==> config.mk <==
export PLATFORM = sky130hd
export DESIGN_NAME = uart_regif
export DESIGN_NICKNAME = d
export VERILOG_FILES = /design/src/rtl/uart_regif_pkg.sv /design/src/rtl/uart_regif_cfg.sv /design/src/rtl/uart_regif_irq.sv /design/src/rtl/uart_regif_rdmux.sv /design/src/rtl/uart_regif.sv
export SDC_FILE = /design/constraint.sdc
export NUM_CORES = 1
export LEC_CHECK = 0
export BUFFER_PORTS_ARGS = -buffer_cell sky130_fd_sc_hd__buf_4
export CAP_MARGIN = 20
export CORE_MARGIN = 5
export CORE_UTILIZATION = 37
export DETAILED_ROUTE_END_ITERATION = 7
export SLEW_MARGIN = 20
export SYNTH_ARGS = -nofsm -noshare
export SYNTH_HDL_FRONTEND = slang
export SYNTH_HIERARCHICAL = 1
export SYNTH_SLANG_ARGS = --single-unit
==> constraint.sdc <==
create_clock -name clk_i -period 3.2 [get_ports clk_i]
set_input_delay 0 -clock clk_i [delete_from_list [all_inputs] [get_ports clk_i]]
set_output_delay 0 -clock clk_i [all_outputs]
set_load 0.005 [all_outputs]
==> src/rtl/uart_regif_pkg.sv <==
package uart_regif_pkg;
  localparam int IDX_W = 10;

  localparam logic [IDX_W-1:0] IX_DATA = 10'd0;
  localparam logic [IDX_W-1:0] IX_FLAG = 10'd6;
  localparam logic [IDX_W-1:0] IX_ILP  = 10'd8;
  localparam logic [IDX_W-1:0] IX_IDIV = 10'd9;
  localparam logic [IDX_W-1:0] IX_FDIV = 10'd10;
  localparam logic [IDX_W-1:0] IX_LINE = 10'd11;
  localparam logic [IDX_W-1:0] IX_CTRL = 10'd12;
  localparam logic [IDX_W-1:0] IX_LSEL = 10'd13;
  localparam logic [IDX_W-1:0] IX_MASK = 10'd14;
  localparam logic [IDX_W-1:0] IX_RAW  = 10'd15;
  localparam logic [IDX_W-1:0] IX_MSKD = 10'd16;
  localparam logic [IDX_W-1:0] IX_CLR  = 10'd17;
  localparam logic [IDX_W-1:0] IX_DMA  = 10'd18;
  localparam logic [6:0]       IX_ID_HI = 7'h7F; // index[9:3] of 0xFE0..0xFFC

  localparam int ILP_W  = 8;
  localparam int IDIV_W = 16;
  localparam int FDIV_W = 6;
  localparam int LINE_W = 8;
  localparam int CTRL_W = 16;
  localparam int LSEL_W = 6;
  localparam int INT_W  = 11;
  localparam int DMA_W  = 3;

  localparam int INT_TX   = 5;
  localparam int INT_RX   = 4;
  localparam int LINE_FEN = 4;

  function automatic logic [7:0] id_byte(input logic [2:0] k);
    case (k)
      3'd0: id_byte = 8'h11;
      3'd1: id_byte = 8'h10;
      3'd2: id_byte = 8'h14;
      3'd3: id_byte = 8'h00;
      3'd4: id_byte = 8'h0D;
      3'd5: id_byte = 8'hF0;
      3'd6: id_byte = 8'h05;
      default: id_byte = 8'hB1;
    endcase
  endfunction
endpackage

==> src/rtl/uart_regif_cfg.sv <==
module uart_regif_cfg
  import uart_regif_pkg::*;
#(
  parameter int DEPTH = 16,
  parameter int LVL_W = $clog2(DEPTH + 1)
) (
  input  logic                clk_i,
  input  logic                rst_ni,
  input  logic                wr_i,
  input  logic [IDX_W-1:0]    idx_i,
  input  logic [31:0]         wdata_i,
  output logic [ILP_W-1:0]    ilp_o,
  output logic [IDIV_W-1:0]   idiv_o,
  output logic [FDIV_W-1:0]   fdiv_o,
  output logic [LINE_W-1:0]   line_o,
  output logic [CTRL_W-1:0]   ctrl_o,
  output logic [LSEL_W-1:0]   lsel_o,
  output logic [INT_W-1:0]    mask_o,
  output logic [DMA_W-1:0]    dma_o,
  output logic [LVL_W-1:0]    trig_o
);
  logic [LINE_W-1:0] line_n;
  logic [LSEL_W-1:0] lsel_n;
  logic [LVL_W-1:0]  trig_n;

  assign line_n = (wr_i && idx_i == IX_LINE) ? wdata_i[LINE_W-1:0] : line_o;
  assign lsel_n = (wr_i && idx_i == IX_LSEL) ? wdata_i[LSEL_W-1:0] : lsel_o;

  // threshold in entries: 4 per select step, never 0, never above depth
  always_comb begin
    int calc;
    calc = 4 * int'(lsel_n[5:3]);
    if (!line_n[LINE_FEN] || calc == 0) calc = 1;
    if (calc > DEPTH) calc = DEPTH;
    trig_n = LVL_W'(calc);
  end

  always_ff @(posedge clk_i or negedge rst_ni) begin
    if (!rst_ni) begin
      ilp_o  <= '0;
      idiv_o <= '0;
      fdiv_o <= '0;
      line_o <= '0;
      ctrl_o <= '0;
      lsel_o <= '0;
      mask_o <= '0;
      dma_o  <= '0;
      trig_o <= LVL_W'(1);
    end else if (wr_i) begin
      line_o <= line_n;
      lsel_o <= lsel_n;
      if (idx_i == IX_LINE || idx_i == IX_LSEL) trig_o <= trig_n;
      case (idx_i)
        IX_ILP:  ilp_o  <= wdata_i[ILP_W-1:0];
        IX_IDIV: idiv_o <= wdata_i[IDIV_W-1:0];
        IX_FDIV: fdiv_o <= wdata_i[FDIV_W-1:0];
        IX_CTRL: ctrl_o <= wdata_i[CTRL_W-1:0];
        IX_MASK: mask_o <= wdata_i[INT_W-1:0];
        IX_DMA:  dma_o  <= wdata_i[DMA_W-1:0];
        default: ;
      endcase
    end
  end
endmodule

==> src/rtl/uart_regif_irq.sv <==
module uart_regif_irq
  import uart_regif_pkg::*;
#(
  parameter int LVL_W = 5
) (
  input  logic              clk_i,
  input  logic              rst_ni,
  input  logic              tx_set_i,
  input  logic              clr_wr_i,
  input  logic [INT_W-1:0]  clr_val_i,
  input  logic [INT_W-1:0]  mask_i,
  input  logic [LVL_W-1:0]  trig_i,
  input  logic [LVL_W-1:0]  rx_level_i,
  output logic [INT_W-1:0]  raw_o,
  output logic              irq_o
);
  logic             above, above_q;
  logic [INT_W-1:0] raw_n;

  assign above = rx_level_i >= trig_i;

  always_comb begin
    raw_n = raw_o;
    if (clr_wr_i) raw_n = raw_n & ~clr_val_i;
    if (!above) raw_n[INT_RX] = 1'b0;
    if (tx_set_i) raw_n[INT_TX] = 1'b1;
    // a fresh crossing outranks a clear in the same cycle
    if (above && !above_q) raw_n[INT_RX] = 1'b1;
  end

  always_ff @(posedge clk_i or negedge rst_ni) begin
    if (!rst_ni) begin
      raw_o   <= '0;
      above_q <= 1'b0;
    end else begin
      raw_o   <= raw_n;
      above_q <= above;
    end
  end

  assign irq_o = |(raw_o & mask_i);
endmodule

==> src/rtl/uart_regif_rdmux.sv <==
module uart_regif_rdmux
  import uart_regif_pkg::*;
(
  input  logic [IDX_W-1:0]  idx_i,
  input  logic [ILP_W-1:0]  ilp_i,
  input  logic [IDIV_W-1:0] idiv_i,
  input  logic [FDIV_W-1:0] fdiv_i,
  input  logic [LINE_W-1:0] line_i,
  input  logic [CTRL_W-1:0] ctrl_i,
  input  logic [LSEL_W-1:0] lsel_i,
  input  logic [INT_W-1:0]  mask_i,
  input  logic [DMA_W-1:0]  dma_i,
  input  logic [INT_W-1:0]  raw_i,
  input  logic [7:0]        flags_i,
  input  logic [7:0]        rx_data_i,
  input  logic              rx_empty_i,
  output logic              hit_o,
  output logic [31:0]       rdata_o
);
  always_comb begin
    hit_o   = 1'b1;
    rdata_o = '0;
    if (idx_i[IDX_W-1:3] == IX_ID_HI) begin
      rdata_o = {24'd0, id_byte(idx_i[2:0])};
    end else begin
      case (idx_i)
        IX_DATA: rdata_o = rx_empty_i ? 32'd0 : {24'd0, rx_data_i};
        IX_FLAG: rdata_o = {24'd0, flags_i};
        IX_ILP:  rdata_o = 32'(ilp_i);
        IX_IDIV: rdata_o = 32'(idiv_i);
        IX_FDIV: rdata_o = 32'(fdiv_i);
        IX_LINE: rdata_o = 32'(line_i);
        IX_CTRL: rdata_o = 32'(ctrl_i);
        IX_LSEL: rdata_o = 32'(lsel_i);
        IX_MASK: rdata_o = 32'(mask_i);
        IX_RAW:  rdata_o = 32'(raw_i);
        IX_MSKD: rdata_o = 32'(raw_i & mask_i);
        IX_CLR:  rdata_o = '0;
        IX_DMA:  rdata_o = 32'(dma_i);
        default: hit_o = 1'b0;
      endcase
    end
  end
endmodule

==> src/rtl/uart_regif.sv <==
module uart_regif
  import uart_regif_pkg::*;
#(
  parameter int ADDR_W = 12,
  parameter int DEPTH  = 16,
  parameter int LVL_W  = $clog2(DEPTH + 1)
) (
  input  logic              clk_i,
  input  logic              rst_ni,
  input  logic              req_i,
  input  logic              we_i,
  input  logic [ADDR_W-1:0] addr_i,
  input  logic [31:0]       wdata_i,
  output logic [31:0]       rdata_o,
  output logic              err_o,
  output logic              tx_valid_o,
  output logic [7:0]        tx_data_o,
  output logic              rx_pop_o,
  input  logic [7:0]        rx_data_i,
  input  logic              rx_empty_i,
  input  logic              rx_full_i,
  input  logic [LVL_W-1:0]  rx_level_i,
  input  logic              tx_empty_i,
  input  logic              tx_full_i,
  output logic              irq_o
);
  logic [IDX_W-1:0]  idx;
  logic              hit, wr, rd;
  logic [31:0]       mux_data;
  logic [ILP_W-1:0]  ilp_q;
  logic [IDIV_W-1:0] idiv_q;
  logic [FDIV_W-1:0] fdiv_q;
  logic [LINE_W-1:0] line_q;
  logic [CTRL_W-1:0] ctrl_q;
  logic [LSEL_W-1:0] lsel_q;
  logic [INT_W-1:0]  imsc_q;
  logic [DMA_W-1:0]  dma_q;
  logic [LVL_W-1:0]  trig_q;
  logic [INT_W-1:0]  raw_q;
  logic [7:0]        flags;

  assign idx   = IDX_W'(addr_i[ADDR_W-1:2]);
  assign wr    = req_i && we_i && hit;
  assign rd    = req_i && !we_i && hit;
  assign flags = {tx_empty_i, rx_full_i, tx_full_i, rx_empty_i, 4'd0};

  uart_regif_cfg #(.DEPTH(DEPTH), .LVL_W(LVL_W)) u_cfg (
    .clk_i, .rst_ni, .wr_i(wr), .idx_i(idx), .wdata_i,
    .ilp_o(ilp_q), .idiv_o(idiv_q), .fdiv_o(fdiv_q), .line_o(line_q),
    .ctrl_o(ctrl_q), .lsel_o(lsel_q), .mask_o(imsc_q), .dma_o(dma_q),
    .trig_o(trig_q)
  );

  uart_regif_irq #(.LVL_W(LVL_W)) u_irq (
    .clk_i, .rst_ni,
    .tx_set_i(wr && idx == IX_DATA),
    .clr_wr_i(wr && idx == IX_CLR),
    .clr_val_i(wdata_i[INT_W-1:0]),
    .mask_i(imsc_q), .trig_i(trig_q), .rx_level_i,
    .raw_o(raw_q), .irq_o
  );

  uart_regif_rdmux u_rdmux (
    .idx_i(idx), .ilp_i(ilp_q), .idiv_i(idiv_q), .fdiv_i(fdiv_q),
    .line_i(line_q), .ctrl_i(ctrl_q), .lsel_i(lsel_q), .mask_i(imsc_q),
    .dma_i(dma_q), .raw_i(raw_q), .flags_i(flags), .rx_data_i,
    .rx_empty_i, .hit_o(hit), .rdata_o(mux_data)
  );

  assign rdata_o  = rd ? mux_data : 32'd0;
  assign err_o    = req_i && !hit;
  assign rx_pop_o = rd && idx == IX_DATA && !rx_empty_i;

  always_ff @(posedge clk_i or negedge rst_ni) begin
    if (!rst_ni) begin
      tx_valid_o <= 1'b0;
      tx_data_o  <= '0;
    end else begin
      tx_valid_o <= wr && idx == IX_DATA;
      if (wr && idx == IX_DATA) tx_data_o <= wdata_i[7:0];
    end
  end
endmodule

# Yosys cells after proc, flatten, opt, wreduce, memory -nomap -nowiden
# Cells that the tools add are included.
# totals
regBits,100
# op_classes
bitwise,4
n_mux,15
n_eq_ne,20
order_cmp,2
n_reduce_logical,34
# ops
operator,count
$pmux W16 S12,1
$eq A10 B4 Y1 const B,8
$mux W32,2
$pmux W8 S7,1
$and A11 B11 Y11,3
$logic_not A32 Y1,1
$eq A10 B5 Y1 const B,3
$reduce_and A2 Y1,9
$mux W5,3
$reduce_or A13 Y1,1
$logic_and A1 B1 Y1,12
$mux W6,2
$not A11 Y11,1
$reduce_or A11 Y1,1
$eq A10 B3 Y1 const B,1
$logic_not A10 Y1,1
$eq A3 B3 Y1 const B,3
$mux W8,1
$eq A7 B7 Y1 const B,1
$eq A3 B2 Y1 const B,2
$ge A5 B5 Y1,1
$gt A5 B5 Y1 const B,1
$logic_not A1 Y1,5
$mux W1,5
5 further kinds,6

# Logic depth before layout (Yosys ltp)
# Gate-level depths: netlist of the first run.
# logic_depth
depth_word,12
mapped_depth,13
mapped_depth_nobuf,10

# Hierarchy
# The synthesis of the first run kept the hierarchy.
# by_module_without_submodules
module,seq_area_each_um2,area_per_inst_um2,n_inst,cells_each
uart_regif_cfg,1953.1,3146.8,1,200
uart_regif_rdmux,0.0,1326.3,1,184
uart_regif,225.2,663.1,1,67
uart_regif_irq,300.3,571.8,1,50

# Worst setup path before layout of the first run
# OpenSTA, ideal clock, no wires.
# synth_timing
path_type,input port to flip-flop
start,in addr_i[7]
end,reg u_cfg.ilp_o[0]
required_time_ps,3075
stages,12
t_arrival_ps,2644
path_slack_ps,432
path_cell_list,or4_4 > nor4_4 > nor3_1 > o211ai_1 > and3_1 > buf_2 > and3b_1 > buf_2 > and2_1 > and3b_1 > buf_2 > mux2_2
# synth_via
elab_chain_len,6
elab_cells_between_ends,19
cone_classes,eq/ne (13); mux (2); reduce/logical (4)
# synth_rtl
item,line_no,text
start: declaration,uart_regif.sv:12,"input logic [ADDR_W-1:0] addr_i,"
$eq A10 B5 Y1 (tied with other cells),uart_regif_rdmux.sv:26,case (idx_i)
$reduce_or A13 Y1 (no source line),n/a,
$mux W1,uart_regif_rdmux.sv:26,
$mux W1 (*),uart_regif_rdmux.sv:23,if (idx_i[IDX_W-1:3] == IX_ID_HI) begin
via hit,uart_regif.sv:28,"logic hit, wr, rd;"
$logic_and A1 B1 Y1 (*),uart_regif.sv:43,assign wr = req_i && we_i && hit;
via wr,uart_regif.sv:28,
$reduce_and A2 Y1 (no source line) (*),n/a,
end signal: assignment,uart_regif_cfg.sv:54,IX_ILP: ilp_o <= wdata_i[ILP_W-1:0];
end: declaration,uart_regif_cfg.sv:12,"output logic [ILP_W-1:0] ilp_o,"
# Mark *: on every way through the listed nets, which the timed path passes. The rest lies on a longest branch.
# A chain may end at the register's enable or synchronous reset.

# Worst setup path after layout of the first run
# layout_timing
start,in addr_i[7]
end,reg u_cfg.ilp_o[7]
# layout_via
elab_chain_len,6
elab_cells_between_ends,19
cone_classes,eq/ne (13); mux (2); reduce/logical (4)
# layout_rtl
item,line_no
$eq A10 B5 Y1 (tied with other cells),uart_regif_rdmux.sv:26
$reduce_or A13 Y1 (no source line),n/a
$mux W1,uart_regif_rdmux.sv:26
$mux W1 (*),uart_regif_rdmux.sv:23
via hit,uart_regif.sv:28
$logic_and A1 B1 Y1 (*),uart_regif.sv:43
$reduce_and A2 Y1 (no source line) (*),n/a
# Marks and branches as above.

==> key figures, run 1 <==
Run status
  – Outcome: complete, no violations

Detailed routing
  – Via count of the routed design: 4,356
  – Total Wirelength: between 15,000 and 20,000 um
  – Antenna Nets Post-Route: 0
  – Iteration-0 DRC Markers: 401
  – Via density: 5.54
  – Wire per inst: 20.0 um
  – Drt first pass iters: 8
  – # DRC: 0

Worst setup path
  – Worst EP required: ~3400 ps
  – R2R Path Start: u_cfg/trig_o[0]
  – Crit path DAT: 2850 ps
  – CP max FO: 8
  – R2R Setup Slk: approximately 2000 ps
  – Worst r2r path cells: 5
  – Crit Path Category: input pin to register
  – Reg-to-Reg End: u_irq/raw_o[4]
  – Critical Path Start Type: input pin
  – Worst Setup SP: addr_i[7]
  – CP Capture Type: register

Timing
  – Worst clock skew: 1.58 ps
  – Worst-Margin Slew: 928 ps
  – Final period util: 0.814
  – RSZ-0062 raised after global routing: false
  – Post-route setup TNS: 0 ps
  – Worst rel slew slack: 0.382
  – Hold Violations, Final: 0
  – F_max: 384 MHz
  – Tmin final: 2600 ps
  – Final slew viol count: 0
  – # setup viols final: 0

Clock network
  – Worst-path clk slew: about 70 ps
  – Clock latency on the worst-skew pair: 350 ps
  – Clock buffer count from CTS: 9
  – Clock sinks: 99
  – Setup bufs post-CTS: 0
  – Clock Tree Root: clkbuf_16
  – CTS tree: done
  – Clock Path Buffers: 2
  – CTS H-tree depth: 3

Layout
  – Utilization after layout: 0.456
  – Fill cell count: 1,402
  – Multi-input logic area: 2950 um^2
  – Syn-to-layout area delta: 21.1%
  – Register area: 2480 um^2
  – # nets final: between 600 and 700
  – Share of cells above drive strength 1: 0.366
  – Ant. Diodes: 0

Logic synthesis
  – Count leader, synth: dfrtp_1
  – Compound-Gate Fraction of Synth Area: 0.112
  – Synth warn: 6
  – Synth Area in Simple Gates: 0.176
  – Commonest cells post-synth: dfrtp_1 (98), mux2_2 (79), and2_1 (35), nand2_1 (25)
  – Ys async rst share: 1.00
  – Cells after Synth: ~500
  – Avg Cell Area, Syn: 11.4 um^2
  – Share of the synthesized area in the top cell type: 0.430
  – Register area share after synthesis: 0.434
  – Synth area leader: dfrtp_1
  – Top FF cell, synth: dfrtp_1
  – Synth cell types: 73
  – Synth top area cells: dfrtp_1 (43%), mux2_2 (16%), and2_1 (3.8%)
  – Post-synthesis mux area share: 0.201
  – Syn Std Cell Area: about 5700 um^2
  – Post-synth EDFFs: 0
  – Largest family of logic cells by synthesized area: multiplexers
  – Xor-xnor portion of the synthesized cell area: 0.00307
  – Number of synthesized register bits: 99
  – Synthesized-area fraction occupied by adder cells: 0.0110

Power and ir drop
  – Pwr Density: about 390 nW/um^2
  – Total chip power: 0.00273 W
  – P_int: 0.00211 W
  – Combinational Power Share: 0.080
  – LEAKAGE: between 3 and 4 nW
  – P_sw: a little over 0.0006 W
  – Switching share of power: 0.228
  – Sequential share of power: 0.460
  – Clock Power Share: 0.459
  – Peak VDD IR: 0.264 mV

Floorplanning
  – Initial core utilization: 0.377
  – DIE HEIGHT: 134 um
  – Core area: 15,100 um^2
  – Standard-cell row count: 45
  – Total die area: 18,000 um^2
  – Die width: 134 um
  – Io pins: 109

Placement
  – Final Wtd Congestion: 0.923
  – IO buf count: 74
  – Final HPWL DP: 11,100 um

GRT
  – Initial antenna violation count: 0
  – Total GRT Usage: 0.181
  – Largest net degree at the start of global routing: 73
  – Total global routing overflow: 0
  – Vias in the first global route: 4,531
  – First-pass GRT wire length: 25,500 um

Worst hold path
  – Worst hold stages: 4
  – Type of the tightest min-delay check: input pin to register
  – Endpoint, Worst Hold: u_irq/above_q
  – Hold wc startpoint: rx_level_i[3]

Job
  – Max cap viols: 0
metrics by stage:
step	area, um^2	hold WS (ps)	worst slack, ps	cells
6_report	6910	41.0	596	786
5_1_grt	6910	41.3	468	786
4_1_cts	6910	33.2	638	786
3_5_place_dp	6400	205	265	754
3_3_place_gp	6400	193	305	754
2_1_floorplan	5780	-296	432	519
per-layer routing:
layer  GRT usage  vias to the layer above  share of wire
li1            -                     2001              -
met1       0.245                     2170           0.45
met2       0.284                      166           0.47
met3      0.0514                       19          0.068
met4      0.0486                        0          0.015
met5           0                        -              0
power groups by stage:
stage | Clock, W | Combinational [W] | Sequential, W
after detailed placement | 0 | 0.000204 | 0.00128
final | 0.00125 | 0.000219 | 0.00126
after global placement | 0 | 0.000201 | 0.00128
after CTS | 0.00129 | 0.000221 | 0.00126
after floorplan | 0 | 0.0000904 | 0.00128
after global routing | 0.00134 | 0.000242 | 0.00126
how the worst max path moves through the flow:
| stage | end | cells after the start |
|---|---|---|
| after floorplan | u_cfg/ilp_o[0] | 12 |
| after global placement | u_cfg/ilp_o[7] | 9 |
| after detailed placement | u_cfg/ilp_o[7] | 9 |
| after CTS | u_cfg/ilp_o[7] | 9 |
| after global routing | u_cfg/ilp_o[3] | 9 |
| final | u_cfg/ilp_o[7] | 9 |
worst max-delay path, stage by stage:
cell	delay (ps)
buf_4	150
or4b_1	600
or2_1	290
o211ai_1	290
and3_1	220
and3b_1	200
and2_1	220
and3b_1	480
mux2_2	400
final cells by class:
| class | count | area share |
|---|---|---|
| multi-input combinational | 362 | 0.427 |
| sequential | 99 | 0.359 |
| timing repair buffer | 109 | 0.125 |
| tap | 188 | 0.0340 |
| clock buffer | 10 | 0.0331 |
| clock inverter | 5 | 0.0159 |
| inverter | 13 | 0.00706 |
layout by cell type (no fill, tap or decap), types with 3 or more instances in the layout:
| cell | n |
|---|---|
| a21boi_0 | 9 |
| a21o_1 | 4 |
| a21oi_1 | 8 |
| a222oi_1 | 5 |
| a22o_1 | 3 |
| a22o_2 | 3 |
| a22oi_1 | 11 |
| a31oi_1 | 3 |
| a32o_1 | 4 |
| and2_1 | 35 |
| and3_1 | 3 |
| buf_4 | 92 |
| bufinv_16 | 3 |
| clkbuf_16 | 9 |
| conb_1 | 21 |
| dfrtp_1 | 98 |
| dlygate4sd3_1 | 17 |
| ha_1 | 5 |
| inv_1 | 13 |
| mux2_2 | 79 |
| mux2i_1 | 18 |
| nand2_1 | 25 |
| nand3_1 | 16 |
| nand4_1 | 8 |
| nor2_1 | 17 |
| nor2b_1 | 5 |
| nor3_1 | 5 |
| nor3b_1 | 4 |
| nor4_4 | 4 |
| o211ai_1 | 6 |
| o21ai_0 | 7 |
| o22ai_1 | 4 |
| o32ai_1 | 3 |
| or4_4 | 3 |
timing repair:
action / 4_1_cts / 5_1_grt
hold buffers: 17 / 0
endpoints found under the hold margin: 153 / 0
endpoints found under the setup margin: 0 / 0
resized for setup: 0 / 0
registers in the layout, summed over array words and instances (netlist names):
signal	cells
tx_valid_o	1
tx_data_o	8
u_cfg/ctrl_o	16
u_irq/above_q	1
u_cfg/lsel_o	6
u_cfg/fdiv_o	6
u_cfg/trig_o	4
u_cfg/idiv_o	16
u_cfg/ilp_o	8
u_cfg/dma_o	3
u_irq/raw_o	11
u_cfg/mask_o	11
u_cfg/line_o	8
logic make-up after synthesis:
kind of cell,Yosys count
XOR/XNOR,2
other,3
multiplexers,101
buffers and inverters,58
AND/OR/NAND/NOR,150
adder cells (fa/ha/maj),5
AO/OA/AOI/OAI,83
flip-flops,99
Power figures use the tool's default switching activity.
==> run 2, diff against run 1 <==
--- a/config.mk
+++ b/config.mk
@@ -5,6 +5,7 @@
 export SDC_FILE = /design/constraint.sdc
 export NUM_CORES = 1
 export LEC_CHECK = 0
+export ABC_AREA = 1
 export BUFFER_PORTS_ARGS = -buffer_cell sky130_fd_sc_hd__buf_4
 export CAP_MARGIN = 20
 export CORE_MARGIN = 5
==> constraint.sdc (replaced) <==
create_clock -name clk_i -period 2.7 [get_ports clk_i]
set_input_delay 0 -clock clk_i [delete_from_list [all_inputs] [get_ports clk_i]]
set_output_delay 0 -clock clk_i [all_outputs]
set_load 0.005 [all_outputs]
==> run 2 against run 1 <==
Net effect:
- setup slack worse by 170 ps
- cell area up 5.4%
- sequential power rose by 18%
- largest power group unchanged
==> key figures, run 2 <==
Run status
  – Outcome: complete, no violations

Logic synthesis
  – Syn Std Cell Area: 6030 um^2
  – Largest family of logic cells by synthesized area: simple AND/OR/NAND/NOR gates
  – Number of synthesized register bits: just under 100
  – Top FF cell, synth: dfrtp_1
  – Synth top area cells: dfrtp_1 (41%), nand2_1 (13%), nand3_1 (7.0%)
  – Post-synth EDFFs: 0
  – Synth Area in Simple Gates: 0.361
  – Count leader, synth: nand2_1
  – Compound-Gate Fraction of Synth Area: 0.0967
  – Register area share after synthesis: 0.411
  – Commonest cells post-synth: nand2_1 (211), dfrtp_1 (98), inv_1 (97), nor2_1 (89), nand3_1 (84)
  – Cells after Synth: 834
  – Post-synthesis mux area share: 0
  – Xor-xnor portion of the synthesized cell area: 0
  – Ys async rst share: 1.00
  – Synth warn: 6
  – Avg Cell Area, Syn: 7.23 um^2
  – Synth area leader: dfrtp_1
  – Synthesized-area fraction occupied by adder cells: 0.0104
  – Share of the synthesized area in the top cell type: 0.407
  – Synth cell types: 38

Detailed routing
  – Via count of the routed design: 5,651
  – Drt first pass iters: 5
  – Antenna Nets Post-Route: 0
  – Total Wirelength: 17,900 um
  – Iteration-0 DRC Markers: 450
  – # DRC: 0
  – Wire per inst: around 16 um
  – Via density: a little under 5

Floorplanning
  – Core area: 15,900 um^2
  – Total die area: 18,900 um^2
  – Initial core utilization: 0.378
  – Standard-cell row count: 46
  – Io pins: 109
  – Die width: approximately 140 um
  – DIE HEIGHT: approximately 140 um

Timing
  – Final period util: 0.842
  – Smallest hold slack: 66.6 ps
  – RSZ-0062 raised after global routing: false
  – Tmin final: 2270 ps
  – Final Worst Setup Slack: 426 ps
  – F_max: 440 MHz
  – Worst rel slew slack: 0.533
  – # setup viols final: 0
  – Post-route setup TNS: 0 ps
  – Worst clock skew: approximately 4.4 ps
  – Worst-Margin Slew: 700 ps
  – Final slew viol count: 0
  – Hold Violations, Final: 0

Worst setup path
  – Crit path DAT: about 2500 ps
  – Worst EP required: 2960 ps
  – Worst Setup SP: addr_i[9]
  – Crit Path Category: input pin to register
  – CP Capture Type: register
  – R2R Path Start: u_cfg/trig_o[0]
  – Critical Path Start Type: input pin
  – CP max FO: 32

GRT
  – Vias in the first global route: between 5,000 and 6,000
  – Total global routing overflow: 0
  – First-pass GRT wire length: about 28,000 um
  – Largest net degree at the start of global routing: 51
  – Initial antenna violation count: 0
  – Total GRT Usage: 0.193

Clock network
  – Clock sinks: 99
  – Worst-path clk slew: 70 ps
  – Setup bufs post-CTS: 0
  – CTS tree: done
  – Clock Tree Root: clkbuf_16
  – Clock Path Buffers: 2
  – Clock latency on the worst-skew pair: 350 ps
  – Clock buffer count from CTS: 9
  – CTS H-tree depth: 3

Layout
  – Largest regs: u_cfg/ctrl_o: 16 flops, u_cfg/idiv_o: 16 flops
  – Utilization after layout: 0.457
  – Fill cell count: 1,643
  – Syn-to-layout area delta: 20.9%
  – Most frequent cells in the layout: nand2_1 (211), dfrtp_1 (98), inv_1 (97)
  – Commonest non-fill, non-tap cell in the layout: nand2_1
  – Multi-input logic area: between 2000 and 3000 um^2
  – Share of cells above drive strength 1: 0.174
  – # nets final: about 1,000
  – Cell area after layout: 7290 um^2
  – Ant. Diodes: 0
  – Register area: 2480 um^2

Worst hold path
  – Type of the tightest min-delay check: input pin to register
  – Hold wc startpoint: rx_level_i[4]

Placement
  – Dpl ws: 49.6 ps
  – Final HPWL DP: 13,300 um
  – Placed Area: 6770 um^2
  – IO buf count: 74
  – Final Wtd Congestion: 0.915

Job
  – Max cap viols: 0

Power and ir drop
  – Pwr Density: between 400 and 500 nW/um^2
  – Peak VDD IR: 0.286 mV
  – LEAKAGE: ~3.7 nW
==> run 2: what timing repair did <==
item	in CTS	in global routing
hold buffers	17	0
endpoints found under the setup margin	0	0
gates resized for setup	0	0
hold endpoints to repair	83	0
==> run 2: worst paths after layout <==
check | endpoint | slack, ps | depth (start not counted)
max in group asynchronous | u_irq/raw_o[1] | 1730 | 3
min in group asynchronous | u_cfg/dma_o[0] | 230 | 2
worst min-delay path | u_irq/above_q | 70 | 6
worst max-delay path | u_cfg/idiv_o[15] | 430 | 15
worst max register to register | u_irq/raw_o[4] | 1430 | 7
worst min register to register | tx_data_o[2] | 470 | 2
==> run 2: area by class of cell <==
cell class	instances	area share
clock inverters	6	0.0144
clock buffers	10	0.0328
repair buffers	112	0.121
multi-input cells	600	0.398
flip-flops and latches	99	0.340
inverters	108	0.0562
well taps	216	0.0371
==> run 2: logic make-up after synthesis <==
group	Yosys count
other	3
flip-flops	99
AO/OA/AOI/OAI	104
AND/OR/NAND/NOR	470
adder cells (fa/ha/maj)	5
buffers and inverters	153
==> run 2: where the power goes <==
| group | leakage, nW | switching, W | internal, W |
|---|---|---|---|
| registers | 1.36 | 0.00000425 | 0.00149 |
| clock network | 0.168 | 0.000604 | 0.000858 |
| logic | 2.12 | 0.000179 | 0.000100 |
| total | 3.65 | 0.000787 | 0.00244 |
==> run 2: per-layer routing <==
layer	share of wire	track usage	routed length, um	vias to the layer above
met4	0.026	0.0771	464	0
li1	-	-	-	2831
met2	0.44	0.295	7940	158
met1	0.47	0.277	8450	2636
met3	0.056	0.0252	997	26
met5	0	0	0	-
==> run 2: through the flow <==
stage	power, W	cells
floorplan	0.00164	852
global placement	0.00178	1118
detailed placement	0.00178	1118
CTS	0.00326	1151
global route	0.00335	1151
finish	0.00323	1151
==> run 2: worst max-delay path: stages <==
cell and delay [ps]:
buf_4 130, nor2_2 180, nand2_4 170, nor2_8 260, nand2_1 70, inv_1 140
nor3_1 60, nand3_1 170, nand2_1 70, nor2_1 80, buf_4 210, nand3_1 140
nor2_4 170, nand2_2 340, o21ai_0 300
